<file path="src/rtl/lcm_pkg.sv">
package lcm_pkg;

    // Number of digits needed to cover a word of the given width.
    function automatic int digit_count(input int word_w, input int digit_w);
        return (word_w + digit_w - 1) / digit_w;
    endfunction

endpackage

</file>
<file path="src/rtl/lcm_digit_table.sv">
module lcm_digit_table #(
    parameter int                  DIGIT_W = 4,
    parameter int                  COEF_W  = 8,
    parameter logic [COEF_W-1:0]   COEF    = 8'hAB,
    localparam int                 ENTRIES = 2 ** DIGIT_W,
    localparam int                 PART_W  = DIGIT_W + COEF_W
) (
    input  logic [DIGIT_W-1:0] digit_i,
    output logic [PART_W-1:0]  entry_o
);

    localparam logic [PART_W-1:0] MAX_ENTRY = PART_W'(ENTRIES - 1) * PART_W'(COEF);

    logic [PART_W-1:0] table_q [ENTRIES];

    // Each entry is computed at elaboration from its index and the coefficient.
    for (genvar e = 0; e < ENTRIES; e++) begin : g_entry
        localparam logic [PART_W-1:0] VAL = PART_W'(e) * PART_W'(COEF);
        assign table_q[e] = VAL;
    end

    assign entry_o = table_q[digit_i];

    // no looked-up entry may exceed the largest digit times the coefficient
    always_comb begin
        p_table_bound_r3: assert (entry_o <= MAX_ENTRY)
            else $error("table entry %0d above bound %0d", entry_o, MAX_ENTRY);
    end

endmodule

</file>
<file path="src/rtl/lcm_shift_add.sv">
module lcm_shift_add #(
    parameter int NDIG    = 2,
    parameter int DIGIT_W = 4,
    parameter int PART_W  = 12,
    parameter int PROD_W  = 16
) (
    input  logic [NDIG-1:0][PART_W-1:0] part_i,
    output logic [PROD_W-1:0]           sum_o
);

    always_comb begin
        sum_o = '0;
        for (int d = 0; d < NDIG; d++) begin
            sum_o = sum_o + (PROD_W'(part_i[d]) << (d * DIGIT_W));
        end
    end

    // only the unshifted low partial reaches the lowest digit of the sum
    always_comb begin
        p_low_bits_r9: assert (sum_o[DIGIT_W-1:0] == part_i[0][DIGIT_W-1:0])
            else $error("low bits %0h differ from low partial %0h",
                        sum_o[DIGIT_W-1:0], part_i[0][DIGIT_W-1:0]);
    end

endmodule

</file>
<file path="src/rtl/lcm_out_stage.sv">
module lcm_out_stage #(
    parameter int W       = 16,
    parameter bit REG_OUT = 1'b1
) (
    input  logic         clk,
    input  logic         rst_n,
    input  logic [W-1:0] d_i,
    output logic [W-1:0] q_o
);

    if (REG_OUT) begin : g_reg
        always_ff @(posedge clk or negedge rst_n) begin
            if (!rst_n) begin
                q_o <= '0;
            end else begin
                q_o <= d_i;
            end
        end
    end else begin : g_wire
        assign q_o = d_i;
    end

endmodule

</file>
<file path="src/rtl/lut_const_mult.sv">
module lut_const_mult #(
    parameter int                OPERAND_W = 8,
    parameter int                COEF_W    = 8,
    parameter int                DIGIT_W   = 4,
    parameter logic [COEF_W-1:0] COEF      = 8'hAB,
    parameter bit                REG_OUT   = 1'b1,
    localparam int               PROD_W    = OPERAND_W + COEF_W
) (
    input  logic                 clk,
    input  logic                 rst_n,
    input  logic [OPERAND_W-1:0] operand_i,
    output logic [PROD_W-1:0]    product_o
);

    localparam int NDIG   = lcm_pkg::digit_count(OPERAND_W, DIGIT_W);
    localparam int PART_W = DIGIT_W + COEF_W;
    localparam int PAD_W  = NDIG * DIGIT_W;

    logic [PAD_W-1:0]             operand_pad;
    logic [NDIG-1:0][PART_W-1:0]  partials;
    logic [PROD_W-1:0]            sum;

    assign operand_pad = PAD_W'(operand_i);

    for (genvar d = 0; d < NDIG; d++) begin : g_digit
        lcm_digit_table #(
            .DIGIT_W (DIGIT_W),
            .COEF_W  (COEF_W),
            .COEF    (COEF)
        ) u_table (
            .digit_i (operand_pad[d*DIGIT_W +: DIGIT_W]),
            .entry_o (partials[d])
        );
    end

    lcm_shift_add #(
        .NDIG    (NDIG),
        .DIGIT_W (DIGIT_W),
        .PART_W  (PART_W),
        .PROD_W  (PROD_W)
    ) u_sum (
        .part_i (partials),
        .sum_o  (sum)
    );

    lcm_out_stage #(
        .W       (PROD_W),
        .REG_OUT (REG_OUT)
    ) u_out (
        .clk   (clk),
        .rst_n (rst_n),
        .d_i   (sum),
        .q_o   (product_o)
    );

    // Behavioural reference product, used only by the checks below.
    logic [PROD_W-1:0] ref_prod;
    assign ref_prod = PROD_W'(operand_i) * PROD_W'(COEF);

    if (REG_OUT) begin : g_chk_reg
        // product arrives one edge after its operand
        p_latency_r5: assert property (@(posedge clk) disable iff (!rst_n)
            rst_n |=> product_o == $past(ref_prod))
            else $error("registered product mismatch");
    end else begin : g_chk_comb
        // product tracks the operand within the cycle
        p_comb_r6: assert property (@(posedge clk) disable iff (!rst_n)
            product_o == ref_prod)
            else $error("combinational product mismatch");
    end

    // with a zero low digit the sum is just the shifted high partials
    p_high_shift_r2: assert property (@(posedge clk) disable iff (!rst_n)
        (operand_pad[DIGIT_W-1:0] == '0) |-> sum[DIGIT_W-1:0] == '0)
        else $error("low digit zero but low product bits set");

endmodule

</file>
<file path="config.mk">
export PLATFORM = sky130hd
export DESIGN_NAME = lut_const_mult
export DESIGN_NICKNAME = d
export VERILOG_FILES = /design/src/rtl/lcm_pkg.sv /design/src/rtl/lcm_digit_table.sv /design/src/rtl/lcm_shift_add.sv /design/src/rtl/lcm_out_stage.sv /design/src/rtl/lut_const_mult.sv
export SDC_FILE = /design/constraint.sdc
export NUM_CORES = 1
export LEC_CHECK = 0
export BUFFER_PORTS_ARGS = -buffer_cell sky130_fd_sc_hd__buf_4
export CAP_MARGIN = 30
export CORE_UTILIZATION = 47
export DETAILED_ROUTE_END_ITERATION = 8
export GPL_TIMING_DRIVEN = 0
export MAX_ROUTING_LAYER = met4
export PLACE_DENSITY_LB_ADDON = 0.25
export SLEW_MARGIN = 10
export SYNTH_ARGS = -nofsm -noshare
export SYNTH_HDL_FRONTEND = slang
export SYNTH_HIERARCHICAL = 1
export SYNTH_SLANG_ARGS = --single-unit
</file>
<file path="constraint.sdc">
create_clock -name clk -period 0.8 [get_ports clk]
set_clock_uncertainty 0.2 [all_clocks]
set_input_delay 0.04 -clock clk [delete_from_list [all_inputs] [get_ports clk]]
set_output_delay 0.04 -clock clk [all_outputs]
set_load 0.02 [all_outputs]
</file>
==> flow_summary.json <==
{
  "post_cts_hold_buffer_count": 1,
  "syn_avg_cell_area_um2": 9.138,
  "combinationalPowerShare_pct": 62.1,
  "start_util_pct": 49.39,
  "detailedRoute.firstIterationViolations": 48,
  "sequentialPowerShare_pct": 27.7,
  "dr_total_vias": 1386,
  "ios": 26,
  "failed_checks": "hold timing, setup timing",
  "critPathCaptureType": "flip-flop",
  "n_fill_cell": 195,
  "hpwl_mm": 2.365,
  "seq_area_um2": 400.4,
  "final_critical_path_setup_slack_ns": -1.503,
  "synth_largest_area_cell": "sky130_fd_sc_hd__dfrtp_1",
  "cts_num_sinks": 16,
  "detailedRoute.firstPassIterationCount": 4,
  "synth.lib_cells_used.distinct": 45,
  "cts_clk_pin_slew_worst_paths_ns": 0.08,
  "cts-htree-levels": 1,
  "fp.dieArea_um2": 3439,
  "slowest_delay_ns": 0.35,
  "cts-buffers-inserted": 3,
  "reg.largest.list": "u_out/q_o: 16 flops",
  "grt_pass1_wl_mm": 5.671,
  "leakage_nw": 1.043,
  "vdd_drop_max_uv": 680.9,
  "hold_slack_ns": -0.05478,
  "synth-warning-count": 6,
  "most-common-layout-cells": "35 x sky130_fd_sc_hd__buf_4, 25 x sky130_fd_sc_hd__buf_6, 16 x sky130_fd_sc_hd__dfrtp_1",
  "design.core.area_um2": 3053,
  "clock-root-buffer": "sky130_fd_sc_hd__clkbuf_4",
  "grt_antenna_before_repair": 0,
  "ys.flop_type": "sky130_fd_sc_hd__dfrtp_1",
  "netlist_area_before_placement_um2": 1508,
  "num_rows": 20,
  "finalHoldViolations": 19,
  "yosysTopAreaCellShare_pct": 26.56,
  "grt_max_degree": 17,
  "cp.required_ns": 0.75,
  "max_slew_margin_pct": 48.22,
  "multi_input_gate_area_um2": 1236,
  "p_int_mw": 2.378,
  "drt_wl_total_mm": 4.063,
  "netlist_instances": 165,
  "largest_register_ffs": 16,
  "critical_path.slowest_cell": "sky130_fd_sc_hd__fa_2",
  "critical_path.max_fanout": 4,
  "final_common_cell": "sky130_fd_sc_hd__buf_4",
  "p_clk_share_pct": 10.2,
  "fmax_ghz": 0.4341,
  "mappedNetlistNets": 196,
  "synth-edff-count": 0,
  "vias_in_the_first_global_route": 1291,
  "worst_case_clock_buffer_depth": 2,
  "async_reset_ff_share_pct": 100.0,
  "detail-route-antenna-nets": 0,
  "worstMarginPinSlew_ns": 0.7551,
  "layout_min_cycle_time_ns": 2.303,
  "critical_path_arrival_ns": 2.25,
  "portBuffers": 25,
  "post_synth_main_area_contributors": "sky130_fd_sc_hd__dfrtp_1 27%, sky130_fd_sc_hd__ha_1 17%, sky130_fd_sc_hd__buf_4 7.0%",
  "count_of_max_cap_constraint_violations": 0,
  "setup.worst_path.start_class": "primary input",
  "power.share.switching_pct": 38.46,
  "pre_cts_slack_ns": -1.753,
  "result_of_the_run": "complete, but fails checks",
  "synth.yosys.seq_area_share_pct": 26.56,
  "setup-tns-final_ns": -16.96,
  "drt-vias-per-instance": 5.372,
  "die_y_um": 58.64,
  "cts_tree": "built",
  "switchingPower_mw": 1.486,
  "min_path_type": "in2async",
  "critical_path.cell_chain": "buf_12, inv_12, ha_4, mux2_4, nand2_4, o31ai_4, ha_4, fa_2, a211oi_2, buf_4, o21bai_1, a211oi_1, a21oi_1",
  "report.final.slew_viol_count": 0,
  "final_net_count": 247,
  "final.period_utilization_pct": 287.9,
  "placer_congestion": 0.8038,
  "globalRouteOverflowTotal": 0,
  "diodes": 0,
  "die_width_um": 58.64,
  "timing_worst_setup_path_type": "in2reg",
  "setup_viol": 29,
  "rsz0062_at_grt": "true",
  "synth_register_bits": 16,
  "gr-usage-all-layers_pct": 22.80,
  "layout-area-overhead-vs-synth_pct": 57.18,
  "registers.top_by_ff_count": "u_out/q_o",
  "power_per_cell_area_nw_per_um2": 1630,
  "drcViolationCount": 0,
  "critical_path.most_common_cell": "sky130_fd_sc_hd__ha_4",
  "wl_per_cell_um": 15.75,
  "final_layout_size_suffix_gt1_share_pct": 56.07
}
-- area by class of cell --
type,count,area share (%)
Multi-Input combinational cell,123,52.16
Clock buffer,3,0.9504
Tap cell,44,2.323
Sequential cell,16,16.90
Inverter,8,2.429
Buffer,17,5.861
Timing Repair Buffer,47,19.38
-- timing repair --
item / 4_1_cts / 5_1_grt
buffers inserted: 13 / 8
pin swaps: 23 / 27
gates resized for setup: 32 / 20
endpoints found under the hold margin: 19 / 20
gates cloned: 0 / 0
setup endpoints to repair: 29 / 29
-- worst paths after layout --
| kind | from | to | depth (start not counted) |
|---|---|---|---|
| max | operand_i[1] | u_out/q_o[10]$_DFF_PN0_ | 13 |
| min | rst_n | u_out/q_o[0]$_DFF_PN0_ | 2 |
| max in group asynchronous | rst_n | u_out/q_o[13]$_DFF_PN0_ | 2 |
| min in group clk | operand_i[4] | u_out/q_o[4]$_DFF_PN0_ | 3 |
-- metal layers --
metal  global-route usage (%)  vias to the layer above  part of all wire [%]
met4                    11.22                        0                   3.0
li1                         -                      661                     -
met2                    39.74                       58                    54
met1                    26.16                      657                    40
met5                        -                        -                     0
met3                    2.198                       10                   3.3
-- Yosys cell counts, types with 2 or more instances --
master,instances
sky130_fd_sc_hd__buf_4,14
sky130_fd_sc_hd__a21oi_1,14
sky130_fd_sc_hd__inv_1,8
sky130_fd_sc_hd__nor2_1,13
sky130_fd_sc_hd__o31ai_2,2
sky130_fd_sc_hd__and3_1,2
sky130_fd_sc_hd__buf_6,3
sky130_fd_sc_hd__nor3_1,2
sky130_fd_sc_hd__xnor2_1,5
sky130_fd_sc_hd__and2_2,2
sky130_fd_sc_hd__dfrtp_1,16
sky130_fd_sc_hd__nand2_1,14
sky130_fd_sc_hd__o21bai_1,2
sky130_fd_sc_hd__ha_1,20
sky130_fd_sc_hd__nand3_1,3
sky130_fd_sc_hd__o21ai_2,4
sky130_fd_sc_hd__a31oi_1,2
sky130_fd_sc_hd__o21ai_0,7
sky130_fd_sc_hd__a211oi_2,2
sky130_fd_sc_hd__a211oi_1,2
sky130_fd_sc_hd__mux2i_1,3
sky130_fd_sc_hd__nand4_1,2
-- critical path: cells and delay by family --
kind,cells,cell delay [ns]
AO/OA/AOI/OAI,5,0.84
adder cells (fa/ha/maj),3,0.68
buffers and inverters,3,0.29
multiplexers,1,0.30
AND/OR/NAND/NOR,1,0.08
-- stage by stage --
stage | utilization, % | cells | total power, mW | cell area [um^2]
after floorplan | - | 165 | 2.281 | 1697
after global placement | 63.52 | 234 | 2.778 | 1939
after detailed placement | 63.52 | 234 | 2.812 | 1939
after CTS | 71.89 | 251 | 3.513 | 2195
after global routing | 77.62 | 258 | 4.063 | 2370
final | 77.62 | 258 | 3.863 | 2370
-- logic make-up after synthesis --
| family | after synthesis | synth area share (%) |
|---|---|---|
| buffers and inverters | 26 | 11.45 |
| DFF | 16 | 26.56 |
| xor gates and xnor gates | 6 | 3.485 |
| and+or+nand+nor | 48 | 16.27 |
| muxes | 5 | 3.734 |
| AOI/OAI and AO/OA | 43 | 20.58 |
| adders and majority gates | 21 | 17.93 |
-- power by group through the flow --
stage / logic (mW) / registers (mW) / clock network, mW
4_1_cts: 2.04 / 1.07 / 0.405
2_1_floorplan: 0.992 / 1.29 / 0
5_1_grt: 2.53 / 1.08 / 0.447
3_5_place_dp: 1.77 / 1.05 / 0
3_3_place_gp: 1.73 / 1.05 / 0
6_report: 2.40 / 1.07 / 0.396
Power figures use the tool's default switching activity.
